### src/rtl/sr_pkg.sv
package sr_pkg;
   typedef enum logic [2:0] {
      ST_IDLE,
      ST_TRIG,
      ST_WAIT,
      ST_MEAS,
      ST_HOLD
   } sr_state_e;

   function automatic int unsigned max4(input int unsigned a, input int unsigned b,
                                        input int unsigned c, input int unsigned d);
      int unsigned m;
      m = a;
      if (b > m) m = b;
      if (c > m) m = c;
      if (d > m) m = d;
      return m;
   endfunction
endpackage

### src/rtl/sr_sync_edge.sv
module sr_sync_edge #(
   parameter int unsigned STAGES = 2
) (
   input  logic clk_i,
   input  logic rst_ni,
   input  logic d_i,
   output logic rise_o,
   output logic fall_o
);
   logic [STAGES:0] sh_q;

   generate
      if (STAGES < 2) begin : g_bad_stages
         $error("sr_sync_edge: at least two synchronizer stages are required");
      end
   endgenerate

   always_ff @(posedge clk_i or negedge rst_ni) begin
      if (!rst_ni) sh_q <= '0;
      else         sh_q <= {sh_q[STAGES-1:0], d_i};
   end

   assign rise_o =  sh_q[STAGES-1] & ~sh_q[STAGES];
   assign fall_o = ~sh_q[STAGES-1] &  sh_q[STAGES];
endmodule

### src/rtl/sr_us_tick.sv
module sr_us_tick #(
   parameter int unsigned CYC_PER_US = 100
) (
   input  logic clk_i,
   input  logic rst_ni,
   input  logic clr_i,
   output logic tick_o
);
   generate
      if (CYC_PER_US == 1) begin : g_pass
         logic unused_w;
         assign unused_w = clk_i ^ rst_ni ^ clr_i;
         assign tick_o   = 1'b1;
      end else begin : g_div
         localparam int unsigned PW = $clog2(CYC_PER_US);
         logic [PW-1:0] pre_q;
         assign tick_o = (pre_q == PW'(CYC_PER_US - 1));
         always_ff @(posedge clk_i or negedge rst_ni) begin
            if (!rst_ni)               pre_q <= '0;
            else if (clr_i || tick_o)  pre_q <= '0;
            else                       pre_q <= pre_q + 1'b1;
         end
      end
   endgenerate
endmodule

### src/rtl/sr_notify.sv
module sr_notify (
   input  logic clk_i,
   input  logic rst_ni,
   input  logic fire_i,
   input  logic ack_i,
   output logic evt_o,
   output logic flag_o
);
   always_ff @(posedge clk_i or negedge rst_ni) begin
      if (!rst_ni) begin
         evt_o  <= 1'b0;
         flag_o <= 1'b0;
      end else begin
         evt_o <= fire_i;
         if (fire_i)     flag_o <= 1'b1;
         else if (ack_i) flag_o <= 1'b0;
      end
   end
endmodule

### src/rtl/sonar_ranger.sv
module sonar_ranger #(
   parameter int unsigned CLK_HZ    = 100_000_000,
   parameter int unsigned TRIG_US   = 10,
   parameter int unsigned WAIT_US   = 30_000,
   parameter int unsigned HOLD_US   = 30_000,
   parameter int unsigned MAX_COUNT = 25_000,
   parameter int unsigned RES_W     = 16,
   parameter int unsigned SYNC_N    = 2
) (
   input  logic             clk_i,
   input  logic             rst_ni,
   input  logic             en_i,
   input  logic             echo_i,
   input  logic             ack_i,
   output logic             trig_o,
   output logic [RES_W-1:0] range_o,
   output logic             evt_o,
   output logic             evt_flag_o
);
   import sr_pkg::*;

   localparam int unsigned CYC_PER_US = CLK_HZ / 1_000_000;
   localparam int unsigned US_MAX     = max4(TRIG_US, WAIT_US, HOLD_US, MAX_COUNT + 1);
   localparam int unsigned US_W       = $clog2(US_MAX + 1);
   localparam logic [RES_W-1:0] TIMEOUT_CODE = '1;

   generate
      if (CYC_PER_US == 0 || (CLK_HZ % 1_000_000) != 0) begin : g_bad_clk
         $error("sonar_ranger: CLK_HZ must be a nonzero multiple of 1 MHz");
      end
      if (TRIG_US == 0 || WAIT_US == 0 || HOLD_US == 0) begin : g_bad_iv
         $error("sonar_ranger: intervals must be at least one microsecond");
      end
      if (RES_W > 31 || MAX_COUNT >= (2 ** RES_W) - 1) begin : g_bad_res
         $error("sonar_ranger: MAX_COUNT must leave the all-ones code free");
      end
   endgenerate

   sr_state_e        st_q, st_d;
   logic [US_W-1:0]  cnt_q, cnt_d;
   logic [RES_W-1:0] res_q, res_d;
   logic             tick, clr, fire, rise, fall;

   sr_sync_edge #(.STAGES(SYNC_N)) u_sync (
      .clk_i  (clk_i),
      .rst_ni (rst_ni),
      .d_i    (echo_i),
      .rise_o (rise),
      .fall_o (fall)
   );

   sr_us_tick #(.CYC_PER_US(CYC_PER_US)) u_tick (
      .clk_i  (clk_i),
      .rst_ni (rst_ni),
      .clr_i  (clr),
      .tick_o (tick)
   );

   sr_notify u_note (
      .clk_i  (clk_i),
      .rst_ni (rst_ni),
      .fire_i (fire),
      .ack_i  (ack_i),
      .evt_o  (evt_o),
      .flag_o (evt_flag_o)
   );

   always_comb begin
      st_d  = st_q;
      cnt_d = cnt_q;
      res_d = res_q;
      clr   = 1'b0;
      fire  = 1'b0;
      unique case (st_q)
         ST_IDLE: begin
            if (en_i) begin
               st_d  = ST_TRIG;
               cnt_d = '0;
               clr   = 1'b1;
            end
         end
         ST_TRIG: begin
            if (tick) begin
               if (cnt_q == US_W'(TRIG_US - 1)) begin
                  st_d  = ST_WAIT;
                  cnt_d = '0;
                  clr   = 1'b1;
               end else begin
                  cnt_d = cnt_q + 1'b1;
               end
            end
         end
         ST_WAIT: begin
            if (rise) begin
               st_d  = ST_MEAS;
               cnt_d = '0;
               clr   = 1'b1;
            end else if (tick) begin
               if (cnt_q == US_W'(WAIT_US - 1)) begin
                  res_d = TIMEOUT_CODE;
                  fire  = 1'b1;
                  st_d  = ST_HOLD;
                  cnt_d = '0;
                  clr   = 1'b1;
               end else begin
                  cnt_d = cnt_q + 1'b1;
               end
            end
         end
         ST_MEAS: begin
            if (fall) begin
               res_d = RES_W'(cnt_q);
               fire  = 1'b1;
               st_d  = ST_HOLD;
               cnt_d = '0;
               clr   = 1'b1;
            end else if (tick) begin
               if (cnt_q == US_W'(MAX_COUNT)) begin
                  res_d = TIMEOUT_CODE;
                  fire  = 1'b1;
                  st_d  = ST_HOLD;
                  cnt_d = '0;
                  clr   = 1'b1;
               end else begin
                  cnt_d = cnt_q + 1'b1;
               end
            end
         end
         ST_HOLD: begin
            if (tick) begin
               if (cnt_q == US_W'(HOLD_US - 1)) begin
                  st_d  = en_i ? ST_TRIG : ST_IDLE;
                  cnt_d = '0;
                  clr   = 1'b1;
               end else begin
                  cnt_d = cnt_q + 1'b1;
               end
            end
         end
         default: begin
            st_d  = ST_IDLE;
            cnt_d = '0;
            clr   = 1'b1;
         end
      endcase
   end

   always_ff @(posedge clk_i or negedge rst_ni) begin
      if (!rst_ni) begin
         st_q  <= ST_IDLE;
         cnt_q <= '0;
         res_q <= '0;
      end else begin
         st_q  <= st_d;
         cnt_q <= cnt_d;
         res_q <= res_d;
      end
   end

   assign trig_o  = (st_q == ST_TRIG);
   assign range_o = res_q;
endmodule

### config.mk
export PLATFORM = sky130hd
export DESIGN_NAME = sonar_ranger
export DESIGN_NICKNAME = d
export VERILOG_FILES = /design/src/rtl/sr_pkg.sv /design/src/rtl/sr_sync_edge.sv /design/src/rtl/sr_us_tick.sv /design/src/rtl/sr_notify.sv /design/src/rtl/sonar_ranger.sv
export SDC_FILE = /design/constraint.sdc
export NUM_CORES = 1
export LEC_CHECK = 0
export BUFFER_PORTS_ARGS = -buffer_cell sky130_fd_sc_hd__buf_2
export CORE_MARGIN = 3
export CORE_UTILIZATION = 45
export CTS_BUF_LIST = sky130_fd_sc_hd__clkbuf_16
export CTS_CLUSTER_SIZE = 25
export DETAILED_ROUTE_END_ITERATION = 7
export PLACE_DENSITY = 0.62
export SYNTH_ARGS = -nofsm -noshare
export SYNTH_HDL_FRONTEND = slang
export SYNTH_SLANG_ARGS = --single-unit
### constraint.sdc
create_clock -name clk_i -period 6 [get_ports clk_i]
set_input_delay 1.5 -clock clk_i [delete_from_list [all_inputs] [get_ports clk_i]]
set_output_delay 1.5 -clock clk_i [all_outputs]
set_load 0.01 [all_outputs]
After elaboration in Yosys (flattened, before gate mapping)
Cells that the tools add are included.
{ "classes": {"addsub": 2, "n_bitwise": 4, "shifts": 0, "order_cmp": 0, "reduce_logical": 7, "eq_ne": 20, "mul": 0, "div": 0, "mux": 45} }
{ "op_table": {"columns": ["op", "count"], "rows": [
  ["$mux 15", 9],
  ["$mux 16", 6],
  ["$pmux 15 s5", 1],
  ["$mux 3", 11],
  ["$pmux 16 s2", 1],
  ["$eq 15x15->1 const B", 2],
  ["$add 15x1->15 const B", 1],
  ["$eq 15x4->1 const B", 1],
  ["$pmux 3 s5", 1],
  ["$mux 1", 13],
  ["$reduce_and 9->1", 1],
  ["$ne 2x1->1 const B", 4],
  ["$ne 2x2->1 const B", 4],
  ["$add 7x1->7 const B", 1],
  ["$eq 7x7->1 const B", 1],
  ["$mux 7", 1],
  ["$eq 3x2->1 const B", 2],
  ["$ne 3x2->1 const B", 2],
  ["$ne 3x3->1 const B", 2],
  ["$reduce_and 6->1", 1],
  ["$pmux 1 s5", 1],
  ["$reduce_bool 2->1", 2],
  ["$eq 3x1->1 const B", 1],
  ["$eq 3x3->1 const B", 1],
  ["other kinds (6)", 8]
]} }
{ "word_totals": {"out_inout_bits": 19, "n_memories": 0, "latchBits": 0, "word_cells": 85, "regBits": 46, "rom_bits": 0, "mem_bits_rw": 0, "input_bits": 5} }

Longest topological paths before layout
Gate-level depths: netlist of the first run.
{ "logic_depth": {"word_depth": 7, "ltp_mapped": 9, "mapped_depth_nobuf": 8} }

Hierarchy
Synthesis of the first run repeated with hierarchy kept, for this count alone.
{ "hier_totals": {"cells_unflattened": 246, "area_unflattened_um2": 2433.6} }
{ "by_module_without_submodules": {"columns": ["module", "instances", "cells_per_inst", "area_each_um2"], "rows": [
  ["sonar_ranger", 1, 206, 1954.4],
  ["sr_us_tick", 1, 31, 327.8],
  ["sr_sync_edge", 1, 5, 90.1],
  ["sr_notify", 1, 4, 61.3]
]} }

Least setup slack after synthesis of the first run
No wires, ideal clock.
{ "synth_path": {"path_type": "input port to flip-flop", "start": "input en_i", "end": "register cnt_q[3]", "setup_slack_ns": 3.527, "cell_stages": 5, "t_required_ns": 5.858, "path_buffers": 0, "arrival_ns": 2.331, "path_cell_list": "nor4_1 a21o_1 a21oi_1 a41oi_1 a21oi_1"} }
{ "synth_via": {"elab_chain_cells": 2} }
{ "synth_rtl": {"columns": ["item", "line_no", "text"], "rows": [
  ["start: declaration", "sonar_ranger.sv:12", "input logic en_i,"],
  ["$ne 2x2->1 (no source line)", null, null],
  ["$reduce_and 3->1 (no source line)", null, null],
  ["end signal: assignment", "sonar_ranger.sv:155", "cnt_q <= cnt_d;"],
  ["end: declaration", "sonar_ranger.sv:40", "logic [US_W-1:0] cnt_q, cnt_d;"]
]} }
Every way passes these cells.
A chain may end at the register's enable or synchronous reset.

Worst setup path in the final report of the first run
{ "layout_path": {"start": "register st_q[0]", "end": "output trig_o"} }
{ "layout_via": {"elab_chain_cells": 1} }
{ "layout_rtl": {"columns": ["item", "line_no", "text"], "rows": [
  ["start: declaration", "sonar_ranger.sv:39", "sr_state_e st_q, st_d;"],
  ["start signal: assignment", "sonar_ranger.sv:154", "st_q <= st_d;"],
  ["$eq 3x1->1", "sonar_ranger.sv:160", "assign trig_o = (st_q == ST_TRIG);"],
  ["end: declaration", "sonar_ranger.sv:15", "output logic trig_o,"]
]} }
Every way passes these cells.

==> results of run 1 <==
## cells by family (layout without fill, tap and decap cells)
logic type,after synthesis,count (layout),synth area share
AO/OA/AOI/OAI,71,71,0.214
flip-flops,46,46,0.469
AND/OR/NAND/NOR,88,88,0.219
multiplexers,2,2,0.00867
buffers and inverters,19,41,0.0505
adder cells (fa/ha/maj),4,4,0.0204
XOR/XNOR,5,5,0.0179
## per-stage QoR
step / std cells / cell area, µm² / total power [mW] / utilization
3_3_place_gp: 319 / 2570 / 0.992 / 0.494
2_1_floorplan: 235 / 2450 / 0.859 / -
3_5_place_dp: 319 / 2570 / 1.00 / 0.494
6_report: 327 / 2760 / 1.35 / 0.531
4_1_cts: 327 / 2760 / 1.35 / 0.531
5_1_grt: 327 / 2760 / 1.44 / 0.531
## layout make-up
cell class	count	area share
Inverter	9	0.0122
Multi-Input combinational cell	170	0.426
Sequential cell	46	0.417
Timing Repair Buffer	24	0.0444
Clock inverter	3	0.0231
Tap cell	70	0.0317
Clock buffer	5	0.0453
## sequential cells by signal, indices dropped and copies added (netlist names)
register            count
cnt_q                  15
range_o                16
st_q                    3
u_note.evt_o            1
u_note.flag_o           1
u_sync.sh_q             3
u_tick.g_div.pre_q      7
## worst register-to-register path: cells and delay by family (launching register included)
kind,cells,cell delay [ns]
compound gates,2,0.34
fa+ha+maj,1,0.28
flops,1,0.53
simple gates,4,1.29
## cell usage in the layout (no fill, tap or decap), types with 2 or more instances in the layout
master	n
o21ai_0	14
nand2b_1	5
bufinv_16	2
a31oi_1	11
a41oi_1	3
o22a_2	9
nand2_1	15
nor3_1	3
nand4_1	7
clkbuf_16	5
nand3_1	14
a21o_1	3
inv_1	9
xnor2_1	3
a21oi_1	16
nor4_1	2
ha_1	4
xor2_1	2
and3_1	5
nor3_4	2
dfrtp_1	46
nor2_1	18
o22a_1	6
buf_2	23
## power by group through the flow
stage	Combinational (mW)	Sequential, mW	Clock [mW]
2_1_floorplan	0.371	0.488	0
3_3_place_gp	0.504	0.487	0
3_5_place_dp	0.511	0.489	0
4_1_cts	0.513	0.484	0.358
5_1_grt	0.567	0.497	0.373
6_report	0.513	0.484	0.352
## how the worst max path moves through the flow
stage                         from                     to  slack [ns]  cells after the start
6_report       st_q[0]$_DFFE_PN0P_                 trig_o        3.18                      3
5_1_grt        st_q[0]$_DFFE_PN0P_                 trig_o        3.07                      3
4_1_cts        st_q[0]$_DFFE_PN0P_                 trig_o        3.16                      3
3_5_place_dp                  en_i  cnt_q[14]$_DFFE_PN0P_        3.23                      6
3_3_place_gp                  en_i  cnt_q[11]$_DFFE_PN0P_        3.24                      6
2_1_floorplan                 en_i   cnt_q[3]$_DFFE_PN0P_        3.53                      5
## routing by layer
layer / GRT usage / vias to the layer above / part of all wire
met4: 0.0828 / 0 / 0.012
met1: 0.255 / 929 / 0.49
met2: 0.261 / 46 / 0.44
met5: 0 / - / 0
met3: 0.0361 / 8 / 0.057
li1: - / 917 / -
==> out/results.txt, run 1 <==
Placed wire-length estimate: 3590 µm
Hold Vio Cnt, Final: 0
Syn Inst Count: 235
Post-CTS sizing: 0
Seq cells post-synth: 46
First-pass GRT wire length: 8720 µm
Number of global-route vias before repair: 1771
Min-delay src: u_sync.sh_q[0]$_DFF_PN0_
Fin crit period: 2.82 ns
Top delay family on crit path: flip-flops
Worst R2R Path Depth: 7
Top-area cell type share of the netlist area: 0.469
Fin nets: 265
Worst slack, placed: 3.23 ns
Detailed Route WL: 5240 µm
Synth unique cells: 54
Area leader, netlist: dfrtp_1
Largest cells by area after synthesis: dfrtp_1 47%, o22a_2 3.7%, a21oi_1 3.3%
Post-synthesis sequential area ratio: 0.469
Hold buffers post-CTS: 0
Post-CTS setup buffers: 0
Core area: 5200 µm²
Via count: 1900
# diodes: 0
Die width: 79.8 µm
Worst reg2reg setup slack: 3.49 ns
# rows: 26
Mapped Area: 2450 µm²
Unrepaired setup endpoints after global routing: no
Grt ovf: 0
EDFF count, synth: 0
# fillers: 482
Comb pwr share: 0.380
Number of max-cap violations: 0
H-tree depth: 2
Synth Warn #: 0
Root buffer cell: clkbuf_16
WP data required: 4.50 ns
Status: complete, no violations
Worst hold path class: flip-flop to flip-flop
Share of power burned in registers: 0.359
Area growth syn-to-layout: 12.6%
CP peak stage delay: 0.56 ns
Rel. slew slack: 0.325
Reg area: 1150 µm²
Setup ws final: 3.18 ns
Initial antenna violation count: 0
1st-pass router iterations: 4
Reg clk slew, reported paths: 0.06 ns
# DRC: 0
Crit path kind: flip-flop to output port
Die ar.: 6370 µm²
Starting Density: 0.471
Hold Slack: 0.346 ns
Worst-skew pair later-pin latency: 0.29 ns
Peak supply drop: 0.260 mV
Startpoint Class: flip-flop
Longest Clk Path Bufs: 2
Worst path cell trace: nand2b_1 -> nor2_1 -> buf_2
CP Max Fanout: 11
Leakage: 1.19 nW
CP endpoint kind: output port
I/O pins: 24
Area of the multi-input gates: 1180 µm²
Gpl congestion: 0.853
Switching share of power: 0.372
Most frequent cells after synthesis: 46 x dfrtp_1, 18 x nor2_1, 16 x a21oi_1
Pins Over Slew Limit: 0
PortBufs: 23
Net Count, Synth: 244
Final Setup Violations: 0
Worst Path Arrival: 1.32 ns
Pin count of the biggest net entering global routing: 47
Hold Path Stages: 0
Dominant synthesized flop cell: dfrtp_1
Clock Sink Count: 46
Async set-reset flop share out of synthesis: 1.00
Setup Skew: 0.00380 ns
Hold endpoint: u_sync.sh_q[1]$_DFF_PN0_
Achievable Freq: 354 MHz
Cell with the most instances after synthesis: dfrtp_1
WP buf/inv: 1
Total GRT Usage: 0.179
Fin crit share: 0.471
Detail Route Antenna Nets: 0
DR WL/cell: 16.0 µm
Vias/cell: 5.81
Final setup TNS: 0 ns
PD cells: 489 nW/µm²
Worst-Margin Slew: 1.01 ns
Crit-path slowest cell: dfrtp_1
Worst r2r src: cnt_q[0]$_DFFE_PN0P_
Clock buffer count from CTS: 5
Die Y-Extent: 79.8 µm
CTS tree: yes
Iteration-0 DRC Markers: 144
Internal power: 0.847 mW
Net Sw Power: 0.502 mW
Reg2reg end: st_q[2]$_DFFE_PN0P_
Clock power share: 0.261
Layout cell share with drive strength beyond 1: 0.218
Synth Area per Inst: 10.4 µm²
Power figures use the tool's default switching activity.
==> run 2: changes to the inputs <==
clock period = 2.8 ns   (was 6 ns; I/O delays follow)
==> run 2 against run 1 <==
Register-to-register slack worse by 3.1 ns. First-iteration DRC count down 11%. Count of clock-buffer cells in the layout unchanged. Worst setup slack worse by 2.7 ns. Non-clock buffer count up 4. Critical path depth up 5. Critical endpoint is now range_o[5]$_DFFE_PN0P_.
==> out/results.txt, run 2 (same netlist as run 1, synthesis figures left out) <==
Initial antenna violation count: 0
Number of max-cap violations: 0
CP endpoint kind: flip-flop
Die Y-Extent: 79.8 µm
PD cells: 1020 nW/µm²
DR WL/cell: 15.7 µm
Startpoint Class: flip-flop
Most frequent cells in the layout: 46 x dfrtp_1, 23 x buf_2, 18 x nor2_1
CTS tree: yes
WP data required: 3.02 ns
Number of global-route vias before repair: 1761
Clock Sink Count: 46
Post-CTS sizing: 0
Reg clk slew, reported paths: 0.06 ns
Starting Density: 0.471
Hold Vio Cnt, Final: 0
Rel. slew slack: 0.554
Gpl congestion: 0.916
Pins Over Slew Limit: 0
Achievable Freq: 423 MHz
Commonest non-fill, non-tap cell in the layout: dfrtp_1
Root buffer cell: clkbuf_16
Unrepaired setup endpoints after global routing: no
Leakage: 1.20 nW
Die ar.: 6370 µm²
1st-pass router iterations: 4
Finished Layout Cells: 331
Total GRT Usage: 0.185
Fin crit period: 2.37 ns
Status: complete, no violations
Worst-skew pair later-pin latency: 0.29 ns
Placed cells: 323
Area growth syn-to-layout: 12.9%
Post-CTS setup buffers: 0
Fin nets: 269
Worst Path Arrival: 2.59 ns
Core area: 5200 µm²
Die width: 79.8 µm
Vias/cell: 5.66
Crit path kind: flip-flop to flip-flop
Peak supply drop: 0.458 mV
# diodes: 0
Iteration-0 DRC Markers: 128
Pin count of the biggest net entering global routing: 28
Final setup TNS: 0 ns
Longest Clk Path Bufs: 2
Detailed Route WL: 5200 µm
Placed wire-length estimate: 3790 µm
Worst hold path class: flip-flop to flip-flop
Worst-Margin Slew: 0.664 ns
PortBufs: 23
Detail Route Antenna Nets: 0
I/O pins: 24
CP Max Fanout: 10
H-tree depth: 2
Setup Skew: 0.00736 ns
Layout cell share with drive strength beyond 1: 0.234
Hold buffers post-CTS: 0
Core Util, Final: 0.532
# rows: 26
Max reg flops: 16
Via count: 1872
# fillers: 475
Final Setup Violations: 0
# DRC: 0
First-pass GRT wire length: 9080 µm
Fin crit share: 0.845
Clock buffer count from CTS: 5
Grt ovf: 0
## run 2: power by group
group / switching (mW) / internal [mW] / total [mW]
Clock: 0.241 / 0.418 / 0.659
Combinational: 0.653 / 0.475 / 1.13
Sequential: 0.180 / 0.851 / 1.03
Total: 1.07 / 1.74 / 2.82
## run 2: path summary, 6_finish.rpt
| path | startpoint | end | slack (ns) | depth (start not counted) |
|---|---|---|---|---|
| max | cnt_q[0]$_DFFE_PN0P_ | range_o[5]$_DFFE_PN0P_ | 0.43 | 8 |
| min in group asynchronous | rst_ni | cnt_q[10]$_DFFE_PN0P_ | 0.38 | 2 |
| max in group asynchronous | rst_ni | cnt_q[12]$_DFFE_PN0P_ | 2.12 | 2 |
| min | u_sync.sh_q[0]$_DFF_PN0_ | u_sync.sh_q[1]$_DFF_PN0_ | 0.35 | 0 |
| max reg2reg | cnt_q[0]$_DFFE_PN0P_ | range_o[5]$_DFFE_PN0P_ | 0.43 | 8 |
| min reg2reg | u_sync.sh_q[0]$_DFF_PN0_ | u_sync.sh_q[1]$_DFF_PN0_ | 0.35 | 0 |
## run 2: critical path, cell delays in order, from the launching register on
cell and delay (ns):
dfrtp_1 0.49, ha_1 0.26, and3_1 0.22, nand4_1 0.19
nor3_4 0.21, a21oi_2 0.10, nor3_4 0.43, buf_4 0.26
o22a_2 0.15
## run 2: metrics by stage
stage	hold slack (ns)	worst slack, ns	power (mW)	cell area (µm²)
after floorplan	0.331	0.751	1.84	2450
after global placement	0.332	0.441	2.15	2600
after detailed placement	0.336	0.414	2.18	2600
after CTS	0.350	0.398	2.85	2770
after global routing	0.367	0.283	3.03	2770
final	0.347	0.435	2.82	2770
## run 2: cell type report
cell class,instances,area [µm²],share of cell area
Tap cell,70,87.6,0.0316
Sequential cell,46,1150,0.416
Timing Repair Buffer,28,153,0.0552
Inverter,9,33.8,0.0122
Clock inverter,3,40.0,0.0145
Clock buffer,5,125,0.0452
Multi-Input combinational cell,170,1180,0.425
## run 2: per-layer routing
layer	wire (µm)	global-route usage	up-vias
met1	2500	0.268	897
met2	2430	0.281	48
met4	38	0.0507	0
met3	234	0.0372	4
li1	-	-	923
met5	0	0	-
==> run 3: changes to the inputs <==
PLACE_DENSITY = 0.65   (was 0.62)
clock period = 1.98 ns   (was 2.8 ns; I/O delays follow)
==> run 3 against run 2 <==
The flow now finishes with violations (setup timing). First-iteration DRC count rose by 15%. Critical path type unchanged. Combinational power rose by 110%. Sequential power rose by 34%. Maximum frequency rose by 18%. Largest power group unchanged. Hold slack got worse by 0.045 ns.
==> out/results.txt, run 3 (same netlist as run 1, synthesis figures left out) <==
PortBufs: 23
1st-pass router iterations: 4
WP buf/inv: 2
Final Setup Violations: 19
Commonest non-fill, non-tap cell in the layout: dfrtp_1
Initial antenna violation count: 0
Longest Clk Path Bufs: 2
Hold buffers post-CTS: 0
Reg clk slew, reported paths: 0.07 ns
Max reg flops: 16
Startpoint Class: flip-flop
Root buffer cell: clkbuf_16
Worst hold path class: input pin to asynchronous set/reset pin
Fin crit share: 1.02
# rows: 26
DR WL/cell: 16.4 µm
Peak supply drop: 0.645 mV
Most frequent cells in the layout: 45 x dfrtp_1, 38 x buf_4, 23 x buf_2
Placed wire-length estimate: 4140 µm
Crit path kind: flip-flop to flip-flop
H-tree depth: 2
Final setup TNS: -0.214 ns
Achievable Freq: 497 MHz
Crit path from: cnt_q[1]$_DFFE_PN0P_
Worst r2r src: cnt_q[1]$_DFFE_PN0P_
Worst Path Arrival: 2.18 ns
# fillers: 434
Die ar.: 6370 µm²
Fin crit period: 2.01 ns
Failing checks: setup timing
Reg area: 1150 µm²
Stages on worst setup path: 9
Core Util, Final: 0.621
CP Max Fanout: 3
# diodes: 0
Rel. slew slack: 0.612
Clock buffer count from CTS: 5
CP endpoint kind: flip-flop
Detail Route Antenna Nets: 0
Worst slack, placed: -0.119 ns
Pin count of the biggest net entering global routing: 47
Area of the multi-input gates: 1300 µm²
Worst R2R Path Depth: 9
Iteration-0 DRC Markers: 147
Area growth syn-to-layout: 31.9%
Clock Sink Count: 46
Setup Skew: 0.00900 ns
Worst-skew pair later-pin latency: 0.29 ns
Gpl congestion: 0.868
Core area: 5200 µm²
Hold Vio Cnt, Final: 0
CTS tree: yes
Setup ws final: -0.0315 ns
Leakage: 1.43 nW
Crit-path slowest cell: dfrtp_1
Number of max-cap violations: 0
Worst path cell trace: inv_2 -> ha_4 -> and4bb_2 -> nand4bb_1 -> a32oi_2 -> buf_6 -> o21ai_4 -> nor2_4 -> mux2_4
Worst-Margin Slew: 0.581 ns
Number of global-route vias before repair: 1970
Starting Density: 0.471
Status: finished, violations left
PD cells: 1420 nW/µm²
Detailed Route WL: 6070 µm
Top delay family on crit path: simple AND/OR/NAND/NOR gates
Via count: 2099
Reg2reg end: st_q[0]$_DFFE_PN0P_
Total GRT Usage: 0.196
Fin nets: 309
Die Y-Extent: 79.8 µm
Die width: 79.8 µm
Unrepaired setup endpoints after global routing: yes
First-pass GRT wire length: 9720 µm
# DRC: 0
Grt ovf: 0
Pins Over Slew Limit: 0
Worst reg2reg setup slack: -0.03 ns
Layout cell share with drive strength beyond 1: 0.385
CP Capture Point: st_q[0]$_DFFE_PN0P_
WP data required: 2.15 ns
CP peak stage delay: 0.41 ns
I/O pins: 24
Vias/cell: 5.66
Hold Slack: 0.302 ns
[run 3: per-stage QoR]
stage,area [µm²],std cells,power [mW]
3_5_place_dp,2880,356,3.43
6_report,3230,371,4.60
3_3_place_gp,2880,356,3.39
2_1_floorplan,2460,235,2.64
4_1_cts,3080,368,4.37
5_1_grt,3230,371,4.86
[run 3: per-layer routing]
metal,GRT usage,share of wire
met2,0.295,0.45
met1,0.285,0.49
met5,0,0
met4,0.0608,0.011
met3,0.0406,0.041
[run 3: worst min-delay path by stage]
stage / end / slack [ns] / startpoint / cells past startpoint
finish: range_o[7]$_DFFE_PN0P_ / 0.30 / rst_ni / 2
global placement: u_sync.sh_q[1]$_DFF_PN0_ / 0.33 / u_sync.sh_q[0]$_DFF_PN0_ / 0
global route: u_sync.sh_q[0]$_DFF_PN0_ / 0.31 / echo_i / 1
floorplan: cnt_q[0]$_DFFE_PN0P_ / 0.20 / rst_ni / 0
CTS: u_sync.sh_q[0]$_DFF_PN0_ / 0.31 / echo_i / 1
detailed placement: u_sync.sh_q[1]$_DFF_PN0_ / 0.34 / u_sync.sh_q[0]$_DFF_PN0_ / 0
[run 3: repair_timing]
item                                    4_1_cts  5_1_grt
pin swaps                                     4        7
resized for setup                             3       21
endpoints found under the setup margin       11       35
buffers inserted                              4        2
cloned                                        0        1
[run 3: cell type report]
| type | instances | share of cell area |
|---|---|---|
| clock buffer | 5 | 0.0387 |
| clock inverter | 3 | 0.00464 |
| inverter | 9 | 0.0104 |
| multi-input combinational | 170 | 0.402 |
| sequential | 46 | 0.356 |
| tap | 70 | 0.0271 |
| timing repair buffer | 68 | 0.161 |
[run 3: power by group]
part	leakage, nW	internal [mW]	switching, mW
Clock	0.0724	0.459	0.346
Combinational	0.758	1.14	1.28
Sequential	0.596	1.21	0.171
[run 3: worst register-to-register path, stage by stage, from the launching register on]
cell       delay (ns)
dfrtp_1          0.41
inv_2            0.10
ha_4             0.12
and4bb_2         0.23
nand4bb_1        0.16
a32oi_2          0.23
buf_6            0.15
o21ai_4          0.08
nor2_4           0.11
mux2_4           0.30
